**config.mk**
```make
export PLATFORM = sky130hd
export DESIGN_NAME = xonxoff_flow_ctrl
export DESIGN_NICKNAME = d
export VERILOG_FILES = /design/src/rtl/swfc_pkg.sv /design/src/rtl/swfc_pause_ctrl.sv /design/src/rtl/swfc_tx_mux.sv /design/src/rtl/swfc_rx_path.sv /design/src/rtl/xonxoff_flow_ctrl.sv
export SDC_FILE = /design/constraint.sdc
export NUM_CORES = 1
export LEC_CHECK = 0
export ABC_AREA = 0
export CORE_AREA = 4 4 41 43
export DETAILED_ROUTE_END_ITERATION = 12
export DIE_AREA = 0 0 45 47
export PLACE_DENSITY = 0.77
export SLEW_MARGIN = 15
export SYNTH_ARGS = -nofsm -noshare
export SYNTH_HDL_FRONTEND = slang
export SYNTH_SLANG_ARGS = --single-unit
```
**constraint.sdc**
```tcl
create_clock -name clk -period 4.6 [get_ports clk]
set_clock_uncertainty 0.2 [all_clocks]
set_input_delay 1.15 -clock clk [delete_from_list [all_inputs] [get_ports clk]]
set_output_delay 1.15 -clock clk [all_outputs]
set_load 0.005 [all_outputs]
```
**src/rtl/swfc_pkg.sv**
```systemverilog
package swfc_pkg;

    typedef enum logic [1:0] {
        SEL_USER = 2'd0,
        SEL_XON  = 2'd1,
        SEL_XOFF = 2'd2
    } tx_sel_e;

    typedef struct packed {
        logic want_xoff;
        logic want_xon;
    } ctl_req_t;

    // round(0.75 * 2^n), halves up
    function automatic int pause_level(input int n);
        return (3 * (1 << n) + 2) / 4;
    endfunction

    // round(2^n / 16), halves up
    function automatic int resume_level(input int n);
        return ((1 << n) + 8) / 16;
    endfunction

endpackage

```
**src/rtl/swfc_pause_ctrl.sv**
```systemverilog
module swfc_pause_ctrl
    import swfc_pkg::*;
#(
    parameter int FILL_BITS = 4
) (
    input  logic                 clk,
    input  logic                 rst,
    input  logic                 ser_ready,
    input  logic [FILL_BITS-1:0] fill,
    output ctl_req_t             req,
    output logic                 paused
);
    localparam logic [FILL_BITS-1:0] HI_LVL = FILL_BITS'(pause_level(FILL_BITS));
    localparam logic [FILL_BITS-1:0] LO_LVL = FILL_BITS'(resume_level(FILL_BITS));

    logic above_hi;
    logic at_lo;
    logic paused_q;

    assign above_hi = (fill >= HI_LVL);
    assign at_lo    = (fill == LO_LVL);

    always_ff @(posedge clk) begin
        if (rst) begin
            paused_q <= 1'b1;
        end else if (ser_ready && above_hi) begin
            paused_q <= 1'b1;
        end else if (ser_ready && at_lo) begin
            paused_q <= 1'b0;
        end
    end

    always_comb begin
        req.want_xoff = above_hi && !paused_q;
        req.want_xon  = at_lo && paused_q;
    end

    assign paused = paused_q;

endmodule

```
**src/rtl/swfc_tx_mux.sv**
```systemverilog
module swfc_tx_mux
    import swfc_pkg::*;
#(
    parameter logic [7:0] XON_CODE  = 8'h11,
    parameter logic [7:0] XOFF_CODE = 8'h13
) (
    input  ctl_req_t    req,
    input  logic        tb_valid,
    input  logic [7:0]  tb_data,
    input  logic        ser_ready,
    output logic        ser_stb,
    output logic [7:0]  ser_data,
    output logic        tb_got
);
    tx_sel_e sel;
    logic    user_is_ctl;
    logic    want_send;

    always_comb begin
        if (req.want_xoff) begin
            sel = SEL_XOFF;
        end else if (req.want_xon) begin
            sel = SEL_XON;
        end else begin
            sel = SEL_USER;
        end
    end

    assign user_is_ctl = (tb_data == XON_CODE) || (tb_data == XOFF_CODE);

    always_comb begin
        case (sel)
            SEL_XOFF: begin
                ser_data  = XOFF_CODE;
                want_send = 1'b1;
            end
            SEL_XON: begin
                ser_data  = XON_CODE;
                want_send = 1'b1;
            end
            default: begin
                ser_data  = tb_data;
                want_send = tb_valid && !user_is_ctl;
            end
        endcase
    end

    assign ser_stb = want_send && ser_ready;
    assign tb_got  = (sel == SEL_USER) && tb_valid && ser_ready;

endmodule

```
**src/rtl/swfc_rx_path.sv**
```systemverilog
module swfc_rx_path (
    input  logic       clk,
    input  logic       rst,
    input  logic       des_stb,
    input  logic [7:0] des_data,
    input  logic       rb_full,
    output logic       rb_put,
    output logic [7:0] rb_data,
    output logic       overflow
);
    logic ovf_q;

    assign rb_put  = des_stb && !rb_full;
    assign rb_data = des_data;

    always_ff @(posedge clk) begin
        if (rst) begin
            ovf_q <= 1'b0;
        end else if (des_stb && rb_full) begin
            ovf_q <= 1'b1;
        end
    end

    assign overflow = ovf_q;

endmodule

```
**src/rtl/xonxoff_flow_ctrl.sv**
```systemverilog
module xonxoff_flow_ctrl
    import swfc_pkg::*;
#(
    parameter int         FILL_BITS = 4,
    parameter logic [7:0] XON_CODE  = 8'h11,
    parameter logic [7:0] XOFF_CODE = 8'h13
) (
    input  logic                 clk,
    input  logic                 rst,
    input  logic                 tb_valid,
    input  logic [7:0]           tb_data,
    output logic                 tb_got,
    output logic                 ser_stb,
    output logic [7:0]           ser_data,
    input  logic                 ser_ready,
    input  logic                 des_stb,
    input  logic [7:0]           des_data,
    output logic                 rb_put,
    output logic [7:0]           rb_data,
    input  logic                 rb_full,
    input  logic [FILL_BITS-1:0] rb_fill,
    output logic                 rx_overflow
);
    // thresholds must be distinct and non-zero
    if (FILL_BITS < 3) begin : g_bad_fill_bits
        $error("xonxoff_flow_ctrl: FILL_BITS must be at least 3");
    end

    ctl_req_t ctl_req;
    logic     paused_q;

    swfc_pause_ctrl #(
        .FILL_BITS (FILL_BITS)
    ) u_pause (
        .clk       (clk),
        .rst       (rst),
        .ser_ready (ser_ready),
        .fill      (rb_fill),
        .req       (ctl_req),
        .paused    (paused_q)
    );

    swfc_tx_mux #(
        .XON_CODE  (XON_CODE),
        .XOFF_CODE (XOFF_CODE)
    ) u_txmux (
        .req       (ctl_req),
        .tb_valid  (tb_valid),
        .tb_data   (tb_data),
        .ser_ready (ser_ready),
        .ser_stb   (ser_stb),
        .ser_data  (ser_data),
        .tb_got    (tb_got)
    );

    swfc_rx_path u_rx (
        .clk      (clk),
        .rst      (rst),
        .des_stb  (des_stb),
        .des_data (des_data),
        .rb_full  (rb_full),
        .rb_put   (rb_put),
        .rb_data  (rb_data),
        .overflow (rx_overflow)
    );

endmodule

```
## Yosys cells after proc, flatten, opt, wreduce, memory -nomap -nowiden

Index checks and enable logic that the tools add are counted.

- Order comparisons: 1
- Equal/unequal tests: 5
- Multiplexer cells: 4
- Reduce and logical (&&, ||, !) cells: 17

Operators with widths:

| kind | count |
|---|---|
| 8-bit by 5-bit equality test with 1-bit output (second input constant) | 2 |
| 8-bit one-hot mux with 2 select lines | 1 |
| 1-bit logical AND | 10 |
| 4-bit by 1-bit equality test with 1-bit output (second input constant) | 1 |
| 4-bit greater-or-equal comparator (second input constant) | 1 |
| 2-bit OR reduction | 2 |
| 1-bit logical NOT | 3 |
| 2-bit by 1-bit equality test with 1-bit output (second input constant) | 1 |
| 2-bit equality test (second input constant) | 1 |
| 2-bit logical NOT | 1 |
| 1-bit 2-to-1 mux | 2 |
| 2-bit 2-to-1 mux | 1 |
| 1-bit logical OR | 1 |

- Register bits: 2
- Output and inout port bits: 20

## Logic depth before layout (Yosys ltp)

Gate-level depths: netlist of the first run.

- Word-level depth: 8
- Mapped depth: 3
- Gate-level depth less buffers: 3

## Modules after synthesis

Synthesis of the first run repeated with hierarchy kept, for this count alone.

- Cell total of the unflattened synthesis: 35
- Area total of the unflattened synthesis: 265.3 µm²

Modules (own cells, without submodules):

| module | times used | cells each | area an instance (µm²) |
|---|---|---|---|
| swfc_tx_mux | 1 | 15 | 100.1 |
| swfc_rx_path | 1 | 12 | 97.6 |
| swfc_pause_ctrl | 1 | 8 | 67.6 |

## Least setup slack after synthesis of the first run

No wires, ideal clock.

- Path type: input port to output port
- From: input port rb_fill[1]
- To: output port tb_got
- Arrival time: 2151 ps
- Required time: 3250 ps
- Setup slack: 1099 ps
- Stages: 3
- Buffers on the path: 0
- Path through: or4b_4 -> mux2_4 -> and3_1

- Word-level cells in the longest chain between the ends: 7
- Elaborated cells on any way between the ends: 9
- Those cells by class: order compare (1); eq/ne (1); mux (2); reduce/logical (5)

Ends and longest elaborated chain:

| what | line | RTL |
|---|---|---|
| start: declaration | xonxoff_flow_ctrl.sv:21 | `input logic [FILL_BITS-1:0] rb_fill,` |
| parallel branches: the longest is 3 deep, another holds 4-bit greater-or-equal comparator | - |  |
| 2-bit 2-to-1 mux * | swfc_tx_mux.sv:20 | `if (req.want_xoff) begin` |
| 2-bit logical NOT * | swfc_tx_mux.sv:49 | `assign tb_got = (sel == SEL_USER) && tb_valid && ser_ready;` |
| 1-bit logical AND * (2 in a row) | swfc_tx_mux.sv:49 |  |
| end: declaration | xonxoff_flow_ctrl.sv:12 | `output logic tb_got,` |

Mark *: on every way between the ends.

## Final worst setup path of the first run

- From: input port rb_fill[1]
- To: output port ser_stb

- Word-level cells in the longest chain between the ends: 8
- Elaborated cells on any way between the ends: 11
- Those cells by class: order compare (1); eq/ne (3); mux (3); reduce/logical (4)

Ends and longest elaborated chain:

| what | line | RTL |
|---|---|---|
| parallel branches: the longest is 3 deep, another holds 4-bit greater-or-equal comparator | - |  |
| 2-bit 2-to-1 mux * | swfc_tx_mux.sv:20 |  |
| 2-bit equality test / 2-bit by 1-bit equality test with 1-bit output (equally long branches) | swfc_tx_mux.sv:32 | `case (sel)` |
| 2-bit OR reduction (no line) * | - |  |
| 1-bit 2-to-1 mux * | swfc_tx_mux.sv:32 |  |
| 1-bit logical AND * | swfc_tx_mux.sv:48 | `assign ser_stb = want_send && ser_ready;` |
| end: declaration | xonxoff_flow_ctrl.sv:13 | `output logic ser_stb,` |

Marked as above.

==> results of run 1 <==
[flip-flops by register name (all words and copies together) (netlist names)]
register,flops
u_rx.overflow,1
u_pause.paused,1
[worst max-delay path, delay by kind of cell]
kind | cells | cell delay (ns)
muxes | 1 | 0.31
and+or+nand+nor | 1 | 0.54
AOI/OAI and AO/OA | 1 | 0.15
buffers and inverters | 2 | 0.94
[layout by cell type (no fill, tap or decap), drive strengths merged]
master / synthesis / final
nand4bb: 1 / 1
nor2b: 1 / 1
and3: 1 / 1
nand3: 2 / 2
o41ai: 1 / 1
a21boi: 1 / 1
clkdlybuf4s50: 0 / 29
o31ai: 1 / 1
buf: 8 / 2
nor2: 1 / 1
nand2: 3 / 3
or2b: 2 / 2
clkbuf: 0 / 3
and2: 5 / 5
mux2: 1 / 1
or4b: 1 / 1
a21oi: 4 / 4
dfxtp: 2 / 2
[layout make-up]
class	count	area share
clock buffer	3	0.0406
multi-input combinational	25	0.302
sequential	2	0.0722
tap	15	0.0339
timing repair buffer	31	0.551
[path summary, 6_finish.rpt]
kind | cells past startpoint | slack, ns | endpoint
worst max register to register | 2 | 3.71 | u_pause.paused
worst min-delay path | 2 | 0.28 | u_rx.overflow
worst min register to register | 2 | 0.28 | u_rx.overflow
worst max-delay path | 5 | 0.16 | ser_stb
[where the power goes]
| part | switching [W] | internal (W) | total, W |
|---|---|---|---|
| clock network | 0.00000954 | 0.0000287 | 0.0000383 |
| logic | 0.0000112 | 0.0000297 | 0.0000409 |
| registers | 0.000000487 | 0.0000182 | 0.0000187 |
| total | 0.0000212 | 0.0000766 | 0.0000979 |
[logic make-up (layout without fill, tap and decap cells)]
logic type | Yosys count | count (layout) | share of synthesized area
compound gates | 7 | 7 | 0.164
mux | 1 | 1 | 0.0561
buf+inv | 8 | 34 | 0.224
flops | 2 | 2 | 0.150
simple gates | 17 | 17 | 0.407
[metal layers]
layer / vias to the layer above / routed length, um
li1: 170 / -
met1: 139 / 316
met3: 0 / 217
met4: 0 / 0
met5: - / 0
met2: 35 / 365
[stage by stage]
stage,instance area [um2],utilization,hold WS [ns]
detailed placement,532,0.409,0.276
floorplan,268,-,0.260
global route,554,0.426,0.308
CTS,554,0.426,0.289
global placement,532,0.409,0.253
finish,554,0.426,0.282
==> flow_summary.toml, run 1 <==
[outcome]
outcome = "completed"

[die]
dieWidth_um = 45
core_area_um2 = 1300
initial_core_util = 0.206
die_h_um = 47
die_area_um2 = 2120
io-pin-count = 46
placementRows = 13

[logic_synthesis]
synth_area_per_cell_um2 = 7.65
synthesis.instances = 35
yosysWarnings = 0
yosys_register_bits = 2
post-synth-top-area-cell = "buf_4"
synthFlopType = "dfxtp_1"
syn_nets = 61
netlist_top_cells_count = "8 x buf_4, 5 x and2_1, 4 x a21oi_1, 3 x nand2_1"
netlist_area_um2 = 268
synth.most_common_cell = "buf_4"
yosys-top-cells-area = "buf_4 22%, dfxtp_1 15%, and2_1 12%"
synth-edff-count = 0
synth_top_area_share = 0.224
synthArstFlopShare = 0
ys_types = 16
ys_seq_area_frac = 0.150

[sta]
slew_viol_final = 0
relSlewSlack = 0.799
fin_tns_setup_ns = 0
hold_viol_final = 0
period_needed_ns = 4.44
final-setup-viol-count = 0
tightest_slew_ns = 0.298
setup_slack_ns = 0.158
rsz0062_at_grt = "no"
fin_crit_sh = 0.966
fmaxAchievable_mhz = 225

[final_layout]
drive_above_1_share = 0.115
antenna_cells = 0
final_nets = 89
fin_cells = 76
syn2layout_area_growth_pct = 107
multiInputGateArea_um2 = 168
register_area_um2 = 40.0
fill_cells = 140

[worst_setup_path]
cpMostUsedCell = "clkdlybuf4s50_1"
max_stage_delay_ns = 0.54
critPathMaxFanout = 9
required_ns = 3.25
arrival_ns = 3.09
rr_startpoint = "u_pause.paused"
crit_path_start_kind = "input pin"
startpoint = "rb_fill[1]"
end_kind = "output pin"
crit_chain = "clkdlybuf4s50_1 > or4b_4 > mux2_4 > a21boi_1 > clkdlybuf4s50_1"
crit_type = "in -> out"
critPathSlowestCell = "or4b_4"

[run]
cap_viol_max_count = 0

[cts]
ctsResizeCount = 0
cts_buffers = 3
ctsHoldBuffers = 0
cts.sink_count = 2
clk_latency_ns = 0.22
cts_tree = "yes"
post-cts-setup-buffers = 0
clockRootBuffer = "clkbuf_4"
cts.clk_slew.worst_paths_ns = 0.03
htreeDepth = 1
clock_path_buffers = 2

[grt]
grt_pass1_vias = 350
grtUsageTotal = 0.0874
antenna_found_initial = 0
grt_max_degree = 10
use_met3 = 0.0690
grtUsageMet1 = 0.0788
busiest_layer = "met2"
grt_first_pass_wirelength_mm = 1.32
use_met2 = 0.147
overflow = 0

[detailed_routing]
num_vias = 344
ant_nets = 0
avgRoutedWirePerCell_um = 11.8
drc_errors = 0
wl_um = 899
viasPerCell = 4.53
firstDrtPassIters = 2
drtIter0Drc = 4

[placed_design]
dp_slack_ns = 0.152
place_congestion = 0.759
portBuffers = 29
dp_cells = 73

[power_and_ir_drop]
leakage_nw = 0.221
finalPower_w = 0.0000979
peakVddDrop_v = 0.000150
power_density_nw_per_um2 = 177

[min_path]
hp-start = "u_rx.overflow"
hold_path.class = "reg -> reg"
Power figures use the tool's default switching activity.
==> run 2, diff against run 1 <==
--- a/config.mk
+++ b/config.mk
@@ -10,6 +10,7 @@
 export DETAILED_ROUTE_END_ITERATION = 12
 export DIE_AREA = 0 0 45 47
 export PLACE_DENSITY = 0.77
+export RECOVER_POWER = 50
 export SLEW_MARGIN = 15
 export SYNTH_ARGS = -nofsm -noshare
 export SYNTH_HDL_FRONTEND = slang
==> run 2 against run 1 <==
Total power decreased by 0.60%; critical path depth unchanged; register-to-register slack about the same; largest cell class unchanged.
==> flow_summary.toml, run 2 (same netlist as run 1, synthesis figures left out) <==
[outcome]
outcome = "completed"

[worst_setup_path]
cp_top_family = "buffers and inverters"
required_ns = 3.25
max_stage_delay_ns = 0.54
end_kind = "output pin"
critPathBufInv = 2
crit_path_start_kind = "input pin"
crit_type = "in -> out"
critPathSlowestCell = "or4b_4"
regToRegSetupSlack_ns = 3.71
critPathMaxFanout = 9
crit_chain = "clkdlybuf4s50_1 > or4b_4 > mux2_4 > a21boi_1 > clkdlybuf4s50_1"
cpMostUsedCell = "clkdlybuf4s50_1"
arrival_ns = 3.09

[die]
io-pin-count = 46
dieWidth_um = 45
core_area_um2 = 1300
die_h_um = 47
die_area_um2 = 2120
placementRows = 13
initial_core_util = 0.206

[cts]
ctsResizeCount = 0
cts.sink_count = 2
clockRootBuffer = "clkbuf_4"
clk_latency_ns = 0.22
htreeDepth = 1
cts_buffers = 3
post-cts-setup-buffers = 0
clock_path_buffers = 2
ctsHoldBuffers = 0
cts_tree = "yes"
cts.clk_slew.worst_paths_ns = 0.03

[sta]
slew_viol_final = 0
period_needed_ns = 4.44
relSlewSlack = 0.799
rsz0062_at_grt = "no"
fmaxAchievable_mhz = 225
hold_viol_final = 0
fin_tns_setup_ns = 0
final-setup-viol-count = 0
fin_crit_sh = 0.966
hold_slack_ns = 0.276
tightest_slew_ns = 0.298

[grt]
antenna_found_initial = 0
overflow = 0
grt_pass1_vias = 350
grt_first_pass_wirelength_mm = 1.32
grtUsageTotal = 0.0874
grt_max_degree = 10

[final_layout]
drive_above_1_share = 0.115
final_nets = 89
syn2layout_area_growth_pct = 107
layout_commonest_cell = "clkdlybuf4s50_1"
final_cell_mix = "26 x clkdlybuf4s50_1, 5 x and2_1, 4 x a21oi_1"
antenna_cells = 0
final_area_um2 = 554

[detailed_routing]
drc_errors = 0
wl_um = 898
num_vias = 344
viasPerCell = 4.53
drtIter0Drc = 4
avgRoutedWirePerCell_um = 11.8
ant_nets = 0
firstDrtPassIters = 2

[power_and_ir_drop]
power_density_nw_per_um2 = 175
peakVddDrop_v = 0.000149
finalPower_w = 0.0000973
leakage_nw = 0.224

[run]
cap_viol_max_count = 0

[placed_design]
portBuffers = 29
place_congestion = 0.759
place_area_um2 = 532

[min_path]
hold_path.class = "reg -> reg"
run 2: changes by cell type in the layout (fill, tap and decap cells not counted), sizes merged:
cell           previous run  this run
dlygate4sd3               0         3
clkdlybuf4s50            29        26
run 2: power by group:
part           leakage [nW]  switching [W]  total [W]  internal [W]
combinational         0.194      0.0000112  0.0000403     0.0000291
sequential           0.0164    0.000000460  0.0000187     0.0000182
clock                0.0138     0.00000954  0.0000383     0.0000287
total                 0.224      0.0000212  0.0000973     0.0000761
run 2: layout make-up:
cell class | instances | area, um2
fill | 140 | 747
timing repair buffer | 31 | 305
multi-input combinational | 25 | 168
sequential | 2 | 40.0
clock buffer | 3 | 22.5
tap | 15 | 18.8
run 2: final timing paths:
check	startpoint	cells past startpoint	to
max	rb_fill[1]	5	ser_stb
min	u_rx.overflow	2	u_rx.overflow
max reg2reg	u_pause.paused	2	u_pause.paused
min reg2reg	u_rx.overflow	2	u_rx.overflow
run 2: stage by stage:
| stage | utilization | cells | worst slack [ns] |
|---|---|---|---|
| 3_5_place_dp | 0.409 | 73 | 0.152 |
| 3_3_place_gp | 0.409 | 73 | 0.163 |
| 5_1_grt | 0.426 | 76 | 0.0813 |
| 4_1_cts | 0.426 | 76 | 0.138 |
| 2_1_floorplan | - | 35 | 1.10 |
| 6_report | 0.426 | 76 | 0.158 |
run 2: per-layer routing:
metal	wire (um)	global-route usage	part of all wire
met2	365	0.147	0.41
met3	217	0.0690	0.24
met4	0	0.0351	0
met1	315	0.0788	0.35
met5	0	0	0
run 2: tightest hold or removal path, delay by kind of cell (launching register included):
family,cells,cell delay [ns]
DFF,1,0.32
AOI/OAI and AO/OA,1,0.05
and+or+nand+nor,1,0.07
